==> src/rtl/freq_step_pkg.sv <==
package freq_step_pkg;

    typedef enum logic {
        ST_RUN  = 1'b0,
        ST_MUTE = 1'b1
    } fsc_state_e;

    localparam int DIV_CODE_W  = 3;
    localparam int DIV_RATIOS  = 6;
    localparam int PIN_COUNT   = 2;
    localparam int PIN_INC     = 0;
    localparam int PIN_DEC     = 1;

endpackage

==> src/rtl/fsc_pin_qual.sv <==
module fsc_pin_qual #(
    parameter int HIGH_CYC    = 26,
    parameter int LOW_CYC     = 26,
    parameter int SYNC_STAGES = 2
) (
    input  logic clk,
    input  logic rst_n,
    input  logic pin_i,
    output logic evt_o
);

    localparam int MAXC = (HIGH_CYC > LOW_CYC) ? HIGH_CYC : LOW_CYC;
    localparam int CW   = $clog2(MAXC + 1);
    localparam logic [CW-1:0] HI_LIM = CW'(HIGH_CYC);
    localparam logic [CW-1:0] LO_LIM = CW'(LOW_CYC);

    typedef struct packed {
        logic [SYNC_STAGES-1:0] sync;
        logic [CW-1:0]          hi_cnt;
        logic [CW-1:0]          lo_cnt;
        logic                   armed;
        logic                   evt;
    } qual_t;

    qual_t st_d, st_q;
    logic  lvl;
    logic [CW-1:0] lo_next;

    assign lvl = st_q.sync[SYNC_STAGES-1];

    always_comb begin
        st_d      = st_q;
        st_d.evt  = 1'b0;
        lo_next   = '0;
        if (SYNC_STAGES > 1) begin
            st_d.sync = {st_q.sync[SYNC_STAGES-2:0], pin_i};
        end else begin
            st_d.sync = pin_i;
        end
        if (lvl) begin
            st_d.lo_cnt = '0;
            st_d.armed  = 1'b0;
            if (st_q.hi_cnt != HI_LIM) begin
                st_d.hi_cnt = st_q.hi_cnt + 1'b1;
            end
        end else begin
            st_d.hi_cnt = '0;
            if (st_q.armed || st_q.hi_cnt == HI_LIM) begin
                lo_next = (st_q.armed ? st_q.lo_cnt : '0) + 1'b1;
                if (lo_next == LO_LIM) begin
                    st_d.evt    = 1'b1;
                    st_d.armed  = 1'b0;
                    st_d.lo_cnt = '0;
                end else begin
                    st_d.armed  = 1'b1;
                    st_d.lo_cnt = lo_next;
                end
            end
        end
    end

    always_ff @(posedge clk or negedge rst_n) begin
        if (!rst_n) begin
            st_q <= '0;
        end else begin
            st_q <= st_d;
        end
    end

    assign evt_o = st_q.evt;


    evt_single_chk: assert property (@(posedge clk) disable iff (!rst_n)
        st_q.evt |=> !st_q.evt);


    evt_after_low_chk: assert property (@(posedge clk) disable iff (!rst_n)
        $rose(st_q.evt) |-> !$past(lvl));

endmodule

==> src/rtl/fsc_step_scale.sv <==
module fsc_step_scale
    import freq_step_pkg::*;
#(
    parameter int FW = 24
) (
    input  logic                  clk,
    input  logic                  rst_n,
    input  logic [FW-1:0]         step_i,
    input  logic [DIV_CODE_W-1:0] code_i,
    output logic [FW-1:0]         step_o,
    output logic                  bad_o
);

    typedef struct packed {
        logic [FW-1:0] step;
        logic          bad;
    } scale_t;

    scale_t st_d, st_q;
    logic [FW-1:0] shifted [DIV_RATIOS];

    for (genvar g = 0; g < DIV_RATIOS; g++) begin : g_shift
        assign shifted[g] = step_i >> g;
    end

    always_comb begin
        st_d.step = '0;
        st_d.bad  = 1'b1;
        for (int k = 0; k < DIV_RATIOS; k++) begin
            if (code_i == DIV_CODE_W'(k)) begin
                st_d.step = shifted[k];
                st_d.bad  = 1'b0;
            end
        end
    end

    always_ff @(posedge clk or negedge rst_n) begin
        if (!rst_n) begin
            st_q <= '0;
        end else begin
            st_q <= st_d;
        end
    end

    assign step_o = st_q.step;
    assign bad_o  = st_q.bad;


    bad_zero_chk: assert property (@(posedge clk) disable iff (!rst_n)
        st_q.bad |-> (st_q.step == '0));


    scale_bound_chk: assert property (@(posedge clk) disable iff (!rst_n)
        !st_q.bad |-> (st_q.step <= $past(step_i)));

endmodule

==> src/rtl/fsc_core.sv <==
module fsc_core
    import freq_step_pkg::*;
#(
    parameter int FW        = 24,
    parameter int INIT_KHZ  = 100000,
    parameter int GUARD_CYC = 167,
    parameter int MUTE_CYC  = 10
) (
    input  logic          clk,
    input  logic          rst_n,
    input  logic          inc_evt_i,
    input  logic          dec_evt_i,
    input  logic          ss_en_i,
    input  logic [FW-1:0] step_i,
    input  logic [FW-1:0] floor_i,
    input  logic [FW-1:0] ceil_i,
    output logic [FW-1:0] word_o,
    output logic          mute_o,
    output logic          done_o,
    output logic          refuse_o
);

    localparam int GW = $clog2(GUARD_CYC + 1);
    localparam int MW = $clog2(MUTE_CYC + 1);
    localparam logic [GW-1:0] GUARD_LD = GW'(GUARD_CYC);
    localparam logic [MW-1:0] MUTE_LD  = MW'(MUTE_CYC - 1);
    localparam logic [FW-1:0] INIT_W   = FW'(INIT_KHZ);

    typedef struct packed {
        fsc_state_e    state;
        logic [FW-1:0] word;
        logic [FW-1:0] saved;
        logic [MW-1:0] mute_cnt;
        logic [GW-1:0] guard;
        logic          done;
        logic          refuse;
    } core_t;

    core_t st_d, st_q;
    logic          take;
    logic [FW:0]   sum;
    logic [FW-1:0] diff;

    assign sum  = {1'b0, st_q.word} + {1'b0, step_i};
    assign diff = st_q.word - step_i;
    assign take = (inc_evt_i ^ dec_evt_i) && !ss_en_i && (st_q.guard == '0);

    always_comb begin
        st_d        = st_q;
        st_d.done   = 1'b0;
        st_d.refuse = 1'b0;
        if (st_q.guard != '0) begin
            st_d.guard = st_q.guard - 1'b1;
        end
        unique case (st_q.state)
            ST_RUN: begin
                if (take) begin
                    st_d.guard = GUARD_LD;
                    if (inc_evt_i) begin
                        if (sum > {1'b0, ceil_i}) begin
                            st_d.state    = ST_MUTE;
                            st_d.saved    = st_q.word;
                            st_d.word     = sum[FW-1:0];
                            st_d.mute_cnt = MUTE_LD;
                        end else begin
                            st_d.word = sum[FW-1:0];
                            st_d.done = 1'b1;
                        end
                    end else begin
                        if (st_q.word < step_i || diff < floor_i) begin
                            st_d.refuse = 1'b1;
                        end else begin
                            st_d.word = diff;
                            st_d.done = 1'b1;
                        end
                    end
                end
            end
            ST_MUTE: begin
                if (st_q.mute_cnt == '0) begin
                    st_d.state = ST_RUN;
                    st_d.word  = st_q.saved;
                    st_d.done  = 1'b1;
                end else begin
                    st_d.mute_cnt = st_q.mute_cnt - 1'b1;
                end
            end
            default: st_d.state = ST_RUN;
        endcase
    end

    always_ff @(posedge clk or negedge rst_n) begin
        if (!rst_n) begin
            st_q.state    <= ST_RUN;
            st_q.word     <= INIT_W;
            st_q.saved    <= INIT_W;
            st_q.mute_cnt <= '0;
            st_q.guard    <= '0;
            st_q.done     <= 1'b0;
            st_q.refuse   <= 1'b0;
        end else begin
            st_q <= st_d;
        end
    end

    assign word_o   = st_q.word;
    assign mute_o   = (st_q.state == ST_MUTE);
    assign done_o   = st_q.done;
    assign refuse_o = st_q.refuse;


    done_single_chk: assert property (@(posedge clk) disable iff (!rst_n)
        st_q.done |=> !st_q.done);


    mute_hold_chk: assert property (@(posedge clk) disable iff (!rst_n)
        (mute_o && $past(mute_o)) |-> (st_q.word == $past(st_q.word)));


    revert_chk: assert property (@(posedge clk) disable iff (!rst_n)
        $fell(mute_o) |-> (st_q.word == st_q.saved && st_q.done));


    mute_len_chk: assert property (@(posedge clk) disable iff (!rst_n)
        mute_o |-> (st_q.mute_cnt < MW'(MUTE_CYC)));


    refuse_hold_chk: assert property (@(posedge clk) disable iff (!rst_n)
        st_q.refuse |-> (st_q.word == $past(st_q.word) && !mute_o && !st_q.done));


    ss_block_chk: assert property (@(posedge clk) disable iff (!rst_n)
        ($past(ss_en_i) && !mute_o && !$past(mute_o)) |-> (st_q.word == $past(st_q.word)));


    guard_gate_chk: assert property (@(posedge clk) disable iff (!rst_n)
        (!mute_o && !$past(mute_o) && st_q.word != $past(st_q.word)) |-> ($past(st_q.guard) == '0));

endmodule

==> src/rtl/freq_step_ctrl.sv <==
module freq_step_ctrl
    import freq_step_pkg::*;
#(
    parameter int FW          = 24,
    parameter int INIT_KHZ    = 100000,
    parameter int HIGH_CYC    = 26,
    parameter int LOW_CYC     = 26,
    parameter int SYNC_STAGES = 2,
    parameter int GUARD_CYC   = 167,
    parameter int MUTE_CYC    = 10
) (
    input  logic                  clk,
    input  logic                  rst_n,
    input  logic                  inc_pin_i,
    input  logic                  dec_pin_i,
    input  logic                  ss_en_i,
    input  logic [FW-1:0]         step_khz_i,
    input  logic [FW-1:0]         floor_khz_i,
    input  logic [FW-1:0]         ceil_khz_i,
    input  logic [DIV_CODE_W-1:0] div_code_i,
    output logic [FW-1:0]         freq_khz_o,
    output logic                  mute_o,
    output logic                  done_o,
    output logic                  refuse_o,
    output logic [FW-1:0]         step_out_khz_o,
    output logic                  div_bad_o
);

    logic [PIN_COUNT-1:0] pins;
    logic [PIN_COUNT-1:0] evts;

    assign pins[PIN_INC] = inc_pin_i;
    assign pins[PIN_DEC] = dec_pin_i;

    for (genvar p = 0; p < PIN_COUNT; p++) begin : g_qual
        fsc_pin_qual #(
            .HIGH_CYC    (HIGH_CYC),
            .LOW_CYC     (LOW_CYC),
            .SYNC_STAGES (SYNC_STAGES)
        ) u_qual (
            .clk   (clk),
            .rst_n (rst_n),
            .pin_i (pins[p]),
            .evt_o (evts[p])
        );
    end

    fsc_core #(
        .FW        (FW),
        .INIT_KHZ  (INIT_KHZ),
        .GUARD_CYC (GUARD_CYC),
        .MUTE_CYC  (MUTE_CYC)
    ) u_core (
        .clk       (clk),
        .rst_n     (rst_n),
        .inc_evt_i (evts[PIN_INC]),
        .dec_evt_i (evts[PIN_DEC]),
        .ss_en_i   (ss_en_i),
        .step_i    (step_khz_i),
        .floor_i   (floor_khz_i),
        .ceil_i    (ceil_khz_i),
        .word_o    (freq_khz_o),
        .mute_o    (mute_o),
        .done_o    (done_o),
        .refuse_o  (refuse_o)
    );

    fsc_step_scale #(
        .FW (FW)
    ) u_scale (
        .clk    (clk),
        .rst_n  (rst_n),
        .step_i (step_khz_i),
        .code_i (div_code_i),
        .step_o (step_out_khz_o),
        .bad_o  (div_bad_o)
    );


    cancel_chk: assert property (@(posedge clk) disable iff (!rst_n)
        (evts[PIN_INC] && evts[PIN_DEC] && !mute_o) |=> (freq_khz_o == $past(freq_khz_o) && !done_o && !refuse_o));

endmodule

==> config.mk <==
export PLATFORM = sky130hd
export DESIGN_NAME = freq_step_ctrl
export DESIGN_NICKNAME = d
export VERILOG_FILES = /design/src/rtl/freq_step_pkg.sv /design/src/rtl/fsc_pin_qual.sv /design/src/rtl/fsc_step_scale.sv /design/src/rtl/fsc_core.sv /design/src/rtl/freq_step_ctrl.sv
export SDC_FILE = /design/constraint.sdc
export NUM_CORES = 1
export LEC_CHECK = 0
export BUFFER_PORTS_ARGS = -buffer_cell sky130_fd_sc_hd__buf_2
export CAP_MARGIN = 5
export CORE_MARGIN = 10
export CORE_UTILIZATION = 64
export DETAILED_ROUTE_END_ITERATION = 8
export PLACE_DENSITY = 0.95
export SYNTH_ARGS = -nofsm -noshare
export SYNTH_HDL_FRONTEND = slang
export SYNTH_SLANG_ARGS = --single-unit
==> constraint.sdc <==
create_clock -name clk -period 7.5 [get_ports clk]
set_input_delay 1.125 -clock clk [delete_from_list [all_inputs] [get_ports clk]]
set_output_delay 1.125 -clock clk [all_outputs]
set_load 0.02 [all_outputs]
# Yosys cells after proc, flatten, opt, wreduce, memory -nomap -nowiden
# Index checks and enable logic that the tools add are counted.
# word_totals
ff_bits,116
out_inout_bits,52
wordCells,107
# op_classes
muxes,41
eq_ne,19
magnitude_cmp,3
bitwise_logic,2
reduce_logical,15
addsub,8
# op_table
op,count
$mux W25,7
$mux W63,1
$mux W28,2
$pmux W25 S2,1
$lt A24 B24 Y1,2
$mux W24,2
$add A24 B24 Y25,1
$gt A25 B24 Y1,1
$sub A24 B24 Y24,1
$mux W11,2
$add A5 B1 Y5 const B,4
$eq A5 B5 Y1 const B,4
$mux W5,4
$mux W8,2
$mux W7,2
$mux W1,13
$mux W6,2
$ne A2 B2 Y1 const B,5
$ne A5 B5 Y1 const B,2
$logic_not A8 Y1,1
$pmux W4 S2,1
$reduce_and A4 Y1,2
$reduce_bool A8 Y1,1
$sub A8 B1 Y8 const B,1
17 further kinds,24

# Longest topological paths before layout
# Gate-level depths: netlist (run 1).
# logic_depth
ltp_word,7
depth_mapped,21
depth_no_buf,19

# By module
# Synthesis (run 1) repeated with hierarchy kept, for this count alone.
# hier_totals
hier_cells,1117
area_unflattened_um2,10184.8
# by_module_without_submodules
module,n_inst,cells_each,area_each_um2
fsc_core,1,819,7044.3
fsc_step_scale,1,160,1636.6
fsc_pin_qual,2,69,752.0

# Least setup slack after synthesis (run 1)
# Ideal clock, no wire load.
# synth_path
path_type,input port to flip-flop
from,input step_khz_i[0]
to,register u_core.st_q[33] (netlist bit)
n_path_buf,2
path_slack_ps,2335
arrival_ps,5040
setup_time_ps,125
path_stages,21
path_cell_list,ha_1 > inv_1 > fa_1 > o21bai_2 > a2111oi_2 > o21ai_0 > nand2_1 > a211o_1 > and3_1 > or2_2 > ha_1 > a21o_1 > a21o_1 > a21oi_1 > and4b_1 > o221ai_1 > a41oi_1 > a31oi_2 > buf_6 > buf_8 > mux2_4
# synth_between
elab_chain_len,3
# synth_lines
element,line,rtl
"start, declared",freq_step_ctrl.sv:17,"input logic [FW-1:0] step_khz_i,"
$add A24 B24 Y25,fsc_core.sv:44,"assign sum = {1'b0, st_q.word} + {1'b0, step_i};"
$gt A25 B24 Y1,fsc_core.sv:60,"if (sum > {1'b0, ceil_i}) begin"
$reduce_and A4 Y1 (no line),--,
"end signal, assigned",fsc_core.sv:102,st_q <= st_d;
"end, declared",fsc_core.sv:39,"core_t st_d, st_q;"
# No other way between the ends.
# A chain may end at the register's enable or synchronous reset.

# Final worst setup path (run 1)
# layout_path
from,input step_khz_i[0]
to,register u_core.st_q[14] (netlist bit)
# Same word-level chain as after synthesis.

==> results.yml, run 1 <==
status:
  status: "finished clean"
logic_synthesis:
  synth_top_cell_by_area: "dfrtp_1"
  synth.avg_cell_area_um2: 8.704
  synth_cell_types: 87
  synth_nets: 1331
  ys_async_sr_fraction: 1.000
  synthCells: 1142
  synth_edf_count: 0
  synthTopCellsByArea: "dfrtp_1 (26%), ha_1 (13%), xnor2_1 (4.3%)"
  ys_warn_count: 0
  synth_area_mm2: 0.009940
  synth_top_area_share: 0.2618
  yosysSeqAreaShare: 0.2936
  synth_seq_cells: 116
  synth_flop_cell: "dfrtp_1"
pwr:
  powerDensity_mw_per_mm2: 161.1
  switching_share: 0.3141
  pwr-share-seq: 0.383
  p_int_mw: 1.218
  irDropWorstVdd_mv: 0.1657
  pwr-share-comb: 0.174
  clockPowerShare: 0.443
  switchingPower_mw: 0.5576
  leakagePower_nw: 5.534
timing:
  worst_pin_slew_ps: 1120
  fin_setup_tns_ps: 0
  clock.fmax_mhz: 175.7
  setup_viol: 0
  fin_crit_sh: 0.7590
  maxSlewViolCount: 0
  final.min_clock_period_ps: 5693
  slew_headroom: 0.2533
  final_hold_viol_count: 0
  skew_ps: 13.40
  whs_ps: 356.7
  grt_setup_unrepaired: "no"
  fin_ws_ps: 1807
die:
  initial_core_util: 0.6538
  die_w_um: 144.6
  die_area_mm2: 0.02091
  die_h_um: 144.6
  core_mm2: 0.01520
  io_pins: 132
  row_count: 45
drt:
  drc: 0
  totalWireLength_um: 29190
  dr.pass1.iters: 6
  drtIter0Drc: 981
  viasPerCell: 6.378
  ant_nets: 0
  num_vias: 9089
  wl_per_cell_um: 20.49
clock_network:
  numCtsBuffers: 17
  clk_latency_ps: 440
  cts_setup_buffers: 0
  ctsHoldBuffers: 0
  cts_tree: "built"
  clk_pin_slew_ps: 60
  clock-sinks: 116
  root_buffer: "clkbuf_16"
  cts_resized: 0
  htreeDepth: 4
  clock_tree.buffer_depth: 2
placed_design:
  portBuffers: 131
  place_congestion: 1.044
  dp_hpwl_um: 21710
  pre_cts_ws_ps: 1513
critical_path:
  start_kind: "primary input"
  critPathRequiredTime_ps: 7810
  end_kind: "register"
  path_class: "in2reg"
  cp.arrival_ps: 6000
  worstPathMaxFanout: 29
finish:
  layout-drive-gt1-share: 0.1900
  fin_nets: 1413
  area_delta_synth_final_pct: 10.88
  num_antenna_cells: 0
global_route:
  antenna_found_initial: 0
  grt_pass1_vias: 8897
  overflow: 0
  grt_max_degree: 64
  grt_pass1_wl_um: 46210
  grt_usage: 0.2799
min_path:
  min-delay-path-class: "reg2reg"
job:
  maxCapViolations: 0
## worst max-delay path, cell delays in order
cell,delay (ps)
buf_2,100
ha_1,160
inv_1,60
fa_1,410
o21bai_2,230
a2111oi_2,130
o21ai_0,340
nand2_1,190
a211o_1,340
and3_1,180
or2_2,270
ha_1,300
a21o_1,110
a21o_1,100
a21oi_1,80
and4b_1,190
o221ai_1,70
a41oi_1,210
a31oi_4,950
mux2_2,450
## layout by cell type (no fill, tap or decap), types with 16 or more instances in the layout
cell / Yosys / layout
mux2_2: 26 / 26
nor2_1: 97 / 97
xnor2_1: 49 / 49
a21oi_1: 74 / 74
nor3_1: 25 / 24
buf_2: 10 / 130
and2_1: 16 / 16
clkbuf_16: 0 / 17
inv_1: 107 / 107
nand3_1: 22 / 22
nand2_1: 68 / 68
dfrtp_1: 104 / 104
a21o_1: 19 / 19
ha_1: 107 / 107
o21ai_0: 71 / 71
mux2i_1: 37 / 37
## synth_stat cells, drive strengths merged, types with 7 or more instances
library cell and number:
nor2b 11, o31a 14, and3 12, a21oi 74, nand2b 13, nor2 98, buf 42, xnor2 49
dfrtp 104, o21ai 75, inv 108, or3 7, clkbuf 30, xor2 12, nand2 69, a211o 7
ha 107, a31oi 10, nor3 25, o211ai 15, dfstp 12, o31ai 8, a21o 19, and2 16
mux2i 37, mux2 35, nand3 22, nand4 10, a211oi 7
## path summary, 6_finish.rpt
| kind | start | endpoint | slack [ps] | cells after the start |
|---|---|---|---|---|
| worst max-delay path | step_khz_i[0] | u_core.st_q[14] | 1810 | 20 |
| worst min-delay path | g_qual[1].u_qual.st_d[13] | g_qual[1].u_qual.lvl | 360 | 0 |
| worst max register to register | u_core.word_o[1] | u_core.st_q[14] | 2090 | 18 |
| worst min register to register | g_qual[1].u_qual.st_d[13] | g_qual[1].u_qual.lvl | 360 | 0 |
| max in group asynchronous | rst_n | u_core.st_q[9] | 5500 | 2 |
| min in group asynchronous | rst_n | u_scale.step_o[12] | 750 | 1 |
## power by group through the flow
stage	logic, mW	clock network (mW)	registers (mW)
2_1_floorplan	0.186	0	0.700
3_3_place_gp	0.290	0	0.688
4_1_cts	0.306	0.787	0.679
6_report	0.309	0.786	0.679
5_1_grt	0.343	0.813	0.683
3_5_place_dp	0.303	0	0.690
## state kept, by name (all words and copies together), names as in the netlist, 2 cells and up
signal and cells:
g_qual.u_qual.st_q 22, u_core.st_q 36, u_scale.step_o 24, g_qual.u_qual.evt_o 2
g_qual.u_qual.st_d 2, g_qual.u_qual.lvl 2, u_core.word_o 24
## cells by family (layout without fill, tap and decap cells)
group                    Yosys count  count (layout)  synth area share
AND/OR/NAND/NOR                  312             312            0.1562
multiplexers                      72              72           0.07880
adder cells (fa/ha/maj)          109             109            0.1387
AO/OA/AOI/OAI                    289             289            0.1952
XOR/XNOR                          61              61           0.05375
flip-flops                       116             116            0.2936
buffers and inverters            183             278           0.08371
## per-stage QoR
| step | cells | cell area [µm²] | power [mW] | utilization |
|---|---|---|---|---|
| global placement | 1393 | 10460 | 0.9780 | 0.6881 |
| floorplan | 1142 | 9940 | 0.8859 | - |
| detailed placement | 1393 | 10460 | 0.9926 | 0.6881 |
| global route | 1425 | 11020 | 1.840 | 0.7249 |
| CTS | 1425 | 11020 | 1.772 | 0.7249 |
| finish | 1425 | 11020 | 1.775 | 0.7249 |
## cell type report
type | instances | area, µm²
clock buffer | 18 | 439.2
clock inverter | 14 | 120.1
fill | 1140 | 4182
inverter | 111 | 416.7
multi-input combinational | 843 | 6203
sequential | 116 | 2918
tap | 188 | 235.2
timing repair buffer | 135 | 688.2
## layer usage
| metal | part of all wire | global-route usage | vias up | routed length, µm |
|---|---|---|---|---|
| met1 | 0.40 | 0.3444 | 4284 | 11750 |
| met2 | 0.46 | 0.4511 | 510 | 13570 |
| met4 | 0.049 | 0.1394 | 0 | 1437 |
| met5 | 0 | 0 | - | 0 |
| li1 | - | - | 4183 | - |
| met3 | 0.083 | 0.06461 | 112 | 2435 |
No activity file was read; power rests on OpenSTA's default activity.
==> inputs of run 2 (changes only) <==
--- a/config.mk
+++ b/config.mk
@@ -8,9 +8,9 @@
 export BUFFER_PORTS_ARGS = -buffer_cell sky130_fd_sc_hd__buf_2
 export CAP_MARGIN = 5
 export CORE_MARGIN = 10
-export CORE_UTILIZATION = 64
+export CORE_UTILIZATION = 60
 export DETAILED_ROUTE_END_ITERATION = 8
-export PLACE_DENSITY = 0.95
+export PLACE_DENSITY = 0.93
 export SYNTH_ARGS = -nofsm -noshare
 export SYNTH_HDL_FRONTEND = slang
 export SYNTH_SLANG_ARGS = --single-unit
==> constraint.sdc (replaced) <==
create_clock -name clk -period 5.52 [get_ports clk]
set_input_delay 0.828 -clock clk [delete_from_list [all_inputs] [get_ports clk]]
set_output_delay 0.828 -clock clk [all_outputs]
set_load 0.02 [all_outputs]
==> run 2 against run 1 <==
Against the previous run:
- final cell count rose by 2.8%
- clock power grew 50%
- register-to-register slack got worse by 1700 ps
- critical path depth up 1
- worst hold slack gained 1.0 ps
- power rose by 42%
- largest cell class unchanged
==> results.yml, run 2 (synthesis results as in run 1) <==
clock_network:
  cts_tree: "built"
  ctsHoldBuffers: 0
  clk_latency_ps: 430
  numCtsBuffers: 17
  cts_resized: 0
  cts_setup_buffers: 0
  root_buffer: "clkbuf_16"
  clock_tree.buffer_depth: 2
  clk_pin_slew_ps: 60
  htreeDepth: 4
  clock-sinks: 116
die:
  die_area_mm2: 0.02211
  initial_core_util: 0.6190
  row_count: 46
  die_h_um: 148.7
  io_pins: 132
  core_mm2: 0.01606
  die_w_um: 148.7
critical_path:
  critPathRequiredTime_ps: 5830
  worstPathMaxFanout: 22
  start_kind: "primary input"
  startpoint: "step_khz_i[0]"
  endpoint: "u_core.st_q[35]"
  r2r_start: "u_core.word_o[0]"
  end_kind: "register"
  r2r_slack_ps: 390
  cp.arrival_ps: 5460
  path_class: "in2reg"
  r2r_cells: 20
  rr_endpoint: "u_core.st_q[35]"
finish:
  fin_nets: 1425
  area_delta_synth_final_pct: 12.82
  layout-drive-gt1-share: 0.1970
  final_cell_mix: "buf_2 (130), inv_1 (107), ha_1 (107), dfrtp_1 (104), nor2_1 (97)"
  fin_util: 0.6983
  num_antenna_cells: 0
  max_flop_register: "u_core.st_q"
  largest_reg_flops: 36
  stdcell_count: 1465
  final_common_cell: "buf_2"
timing:
  whs_ps: 357.7
  fin_setup_tns_ps: 0
  maxSlewViolCount: 0
  skew_ps: 8.385
  clock.fmax_mhz: 194.2
  final.min_clock_period_ps: 5150
  slew_headroom: 0.3623
  fin_crit_sh: 0.9329
  setup_viol: 0
  grt_setup_unrepaired: "no"
  final_hold_viol_count: 0
  worst_pin_slew_ps: 956.5
drt:
  num_vias: 9078
  totalWireLength_um: 29390
  ant_nets: 0
  wl_per_cell_um: 20.06
  drc: 0
  drtIter0Drc: 974
  viasPerCell: 6.197
  dr.pass1.iters: 6
placed_design:
  place_congestion: 0.9801
  portBuffers: 131
  place_inst: 1433
  dp_hpwl_um: 21640
job:
  maxCapViolations: 0
pwr:
  switching_share: 0.2932
  p_int_mw: 1.787
  pwr-share-comb: 0.168
  clockPowerShare: 0.466
  irDropWorstVdd_mv: 0.2397
  switchingPower_mw: 0.7410
  leakagePower_nw: 5.623
  powerDensity_mw_per_mm2: 225.4
  pwr-share-seq: 0.366
  p_total_mw: 2.528
global_route:
  grt_pass1_wl_um: 46910
  grt_max_degree: 74
  grt_usage: 0.2635
  overflow: 0
  grt_pass1_vias: 8831
  antenna_found_initial: 0
status:
  status: "finished clean"
min_path:
  min-delay-path-class: "reg2reg"
## run 2: cell count changes in the layout (fill, tap and decap cells not counted), sizes merged
cell and change:
inv -3, clkbuf +1, buf +12, bufinv +3
clkinvlp -1
## run 2: cell type report
class                           instances  area (µm²)
Multi-Input combinational cell        843        6203
Fill cell                            1214        4845
Sequential cell                       116        2918
Timing Repair Buffer                  147       790.8
Clock buffer                           19       442.9
Inverter                              111       416.7
Tap cell                              216       270.3
Clock inverter                         13       171.4
## run 2: per-stage QoR
step                      setup WS [ps]  instance area [µm²]
after floorplan                   651.6                 9940
final                             370.5                11210
after global placement            212.4                10600
after CTS                         502.5                11210
after global routing              123.2                11210
after detailed placement          118.8                10600
## run 2: worst min-delay path by stage
stage                                    startpoint  cells past startpoint  slack (ps)                    to
after CTS                 g_qual[1].u_qual.st_d[13]                      0         360  g_qual[1].u_qual.lvl
after detailed placement  g_qual[1].u_qual.st_d[13]                      0         350  g_qual[1].u_qual.lvl
after global placement    g_qual[0].u_qual.st_d[13]                      0         330  g_qual[0].u_qual.lvl
final                     g_qual[1].u_qual.st_d[13]                      0         360  g_qual[1].u_qual.lvl
after global routing      g_qual[1].u_qual.st_d[13]                      0         360  g_qual[1].u_qual.lvl
after floorplan           g_qual[0].u_qual.st_d[13]                      0         330  g_qual[0].u_qual.lvl
## run 2: per-layer routing
layer | track usage | vias up | share of wire
met4 | 0.1085 | 0 | 0.040
met5 | 0 | - | 0
met2 | 0.4314 | 483 | 0.46
met1 | 0.3221 | 4312 | 0.40
li1 | - | 4192 | -
met3 | 0.06978 | 91 | 0.090
## run 2: worst max-delay path: stages
cell and delay (ps):
buf_2 100, ha_1 150, inv_1 50, fa_1 420
o21bai_2 230, a2111oi_2 130, o21ai_0 370, nand2_1 150
a211o_1 340, and3_1 170, or2_2 270, ha_1 290
a21o_1 170, a21o_1 170, a21oi_1 220, and4b_1 250
o221ai_1 140, a41oi_1 340, a31oi_4 160, buf_12 190
mux2_4 300
## run 2: power by group through the flow
stage / sequential [mW] / combinational (mW) / clock, mW
2_1_floorplan: 0.951 / 0.252 / 0
3_3_place_gp: 0.935 / 0.397 / 0
3_5_place_dp: 0.937 / 0.412 / 0
4_1_cts: 0.924 / 0.421 / 1.18
5_1_grt: 0.929 / 0.472 / 1.22
6_report: 0.925 / 0.425 / 1.18
==> inputs of run 3 (changes only) <==
--- a/config.mk
+++ b/config.mk
@@ -11,6 +11,7 @@
 export CORE_UTILIZATION = 60
 export DETAILED_ROUTE_END_ITERATION = 8
 export PLACE_DENSITY = 0.93
+export RECOVER_POWER = 25
 export SYNTH_ARGS = -nofsm -noshare
 export SYNTH_HDL_FRONTEND = slang
 export SYNTH_SLANG_ARGS = --single-unit
==> run 3 against run 2 <==
Against the previous run:
- the run now ends with max-capacitance violations, max-slew violations left
- global-route usage is the same
- non-clock buffer count unchanged
- clock power about the same
- sequential power about the same
- critical path depth unchanged
- critical path type unchanged
==> results.yml, run 3 (synthesis results as in run 1) <==
timing:
  worst_pin_slew_ps: 4014
  clock.fmax_mhz: 193.9
  final.min_clock_period_ps: 5158
  fin_setup_tns_ps: 0
  grt_setup_unrepaired: "no"
  slew_headroom: -1.676
  maxSlewViolCount: 119
  setup_viol: 0
  final_hold_viol_count: 0
  fin_crit_sh: 0.9345
  skew_ps: 8.680
  whs_ps: 357.7
finish:
  largest_reg_flops: 36
  num_antenna_cells: 0
  area_delta_synth_final_pct: 12.76
  final_cell_mix: "buf_2 (129), inv_1 (107), ha_1 (107), dfrtp_1 (104), nor2_1 (97)"
  final_common_cell: "buf_2"
  layout-drive-gt1-share: 0.1954
  fin_nets: 1425
  max_flop_register: "u_core.st_q"
clock_network:
  cts_setup_buffers: 0
  clk_latency_ps: 430
  clock-sinks: 116
  root_buffer: "clkbuf_16"
  ctsHoldBuffers: 0
  cts_resized: 0
  clk_pin_slew_ps: 60
  clock_tree.buffer_depth: 2
  cts_tree: "built"
  numCtsBuffers: 17
  htreeDepth: 4
pwr:
  irDropWorstVdd_mv: 0.2408
  leakagePower_nw: 5.612
  p_total_mw: 2.528
  powerDensity_mw_per_mm2: 225.6
die:
  die_w_um: 148.7
  initial_core_util: 0.6190
  row_count: 46
  die_area_mm2: 0.02211
  die_h_um: 148.7
  core_mm2: 0.01606
  io_pins: 132
drt:
  drc: 0
  drtIter0Drc: 969
  totalWireLength_um: 29420
  viasPerCell: 6.187
  num_vias: 9064
  dr.pass1.iters: 6
  ant_nets: 0
  wl_per_cell_um: 20.08
job:
  maxCapViolations: 2
critical_path:
  end_kind: "register"
  cp.buffers_inverters: 3
  crit_chain: "buf_2, ha_1, inv_1, fa_1, o21bai_2, a2111oi_2, o21ai_0, nand2_1, a211o_1, and3_1, or2_2, ha_1, a21o_1, a21o_1, a21oi_1, and4b_1, o221ai_1, a41oi_1, a31oi_4, buf_12, mux2_4"
  cp.arrival_ps: 5470
  critPathRequiredTime_ps: 5830
  cp_top_family: "compound AO/OA/AOI/OAI gates"
  start_kind: "primary input"
  critPathSlowestCell: "fa_1"
  r2r_slack_ps: 380
  worstPathMaxFanout: 22
  path_class: "in2reg"
  cp_slowest_stage_delay_ps: 420
status:
  violations: "max-capacitance violations, max-slew violations"
  status: "finished, violations left"
min_path:
  min-delay-path-class: "reg2reg"
global_route:
  antenna_found_initial: 0
  grt_max_degree: 74
  grt_pass1_wl_um: 46910
  grt_usage: 0.2635
  overflow: 0
  grt_pass1_vias: 8831
placed_design:
  place_congestion: 0.9801
  portBuffers: 131
  dp_hpwl_um: 21640
[run 3: cell type report]
class                   instances  area, µm²
well taps                     216      270.3
multi-input cells             843       6203
clock inverters                13      171.4
repair buffers                147      785.8
inverters                     111      416.7
flip-flops and latches        116       2918
clock buffers                  19      442.9
fillers                      1215       4850
[run 3: final timing paths]
check / start / to / cells after the start
max in group asynchronous: rst_n / g_qual[0].u_qual.evt_o / 1
hold / removal: g_qual[1].u_qual.st_d[13] / g_qual[1].u_qual.lvl / 0
setup reg to reg: u_core.word_o[0] / u_core.st_q[35] / 20
setup / recovery: step_khz_i[0] / u_core.st_q[35] / 21
min in group asynchronous: rst_n / u_scale.step_o[5] / 1
hold reg to reg: g_qual[1].u_qual.st_d[13] / g_qual[1].u_qual.lvl / 0
[run 3: stage by stage]
step / cells / util / area [µm²] / setup slack (ps)
finish: 1465 / 0.6980 / 11210 / 361.6
global route: 1465 / 0.6980 / 11210 / 123.2
CTS: 1465 / 0.6983 / 11210 / 502.5
detailed placement: 1433 / 0.6600 / 10600 / 118.8
global placement: 1433 / 0.6600 / 10600 / 212.4
floorplan: 1142 / - / 9940 / 651.6
[run 3: report_power, final]
group | internal, mW | switching, mW | total, mW | leakage [nW]
sequential | 0.891 | 0.0341 | 0.925 | 1.51
clock | 0.729 | 0.449 | 1.18 | 0.295
combinational | 0.166 | 0.259 | 0.425 | 3.81
[run 3: per-layer routing]
layer,share of wire,track usage
met1,0.41,0.3221
met2,0.47,0.4314
met3,0.088,0.06978
met4,0.039,0.1085
met5,0,0
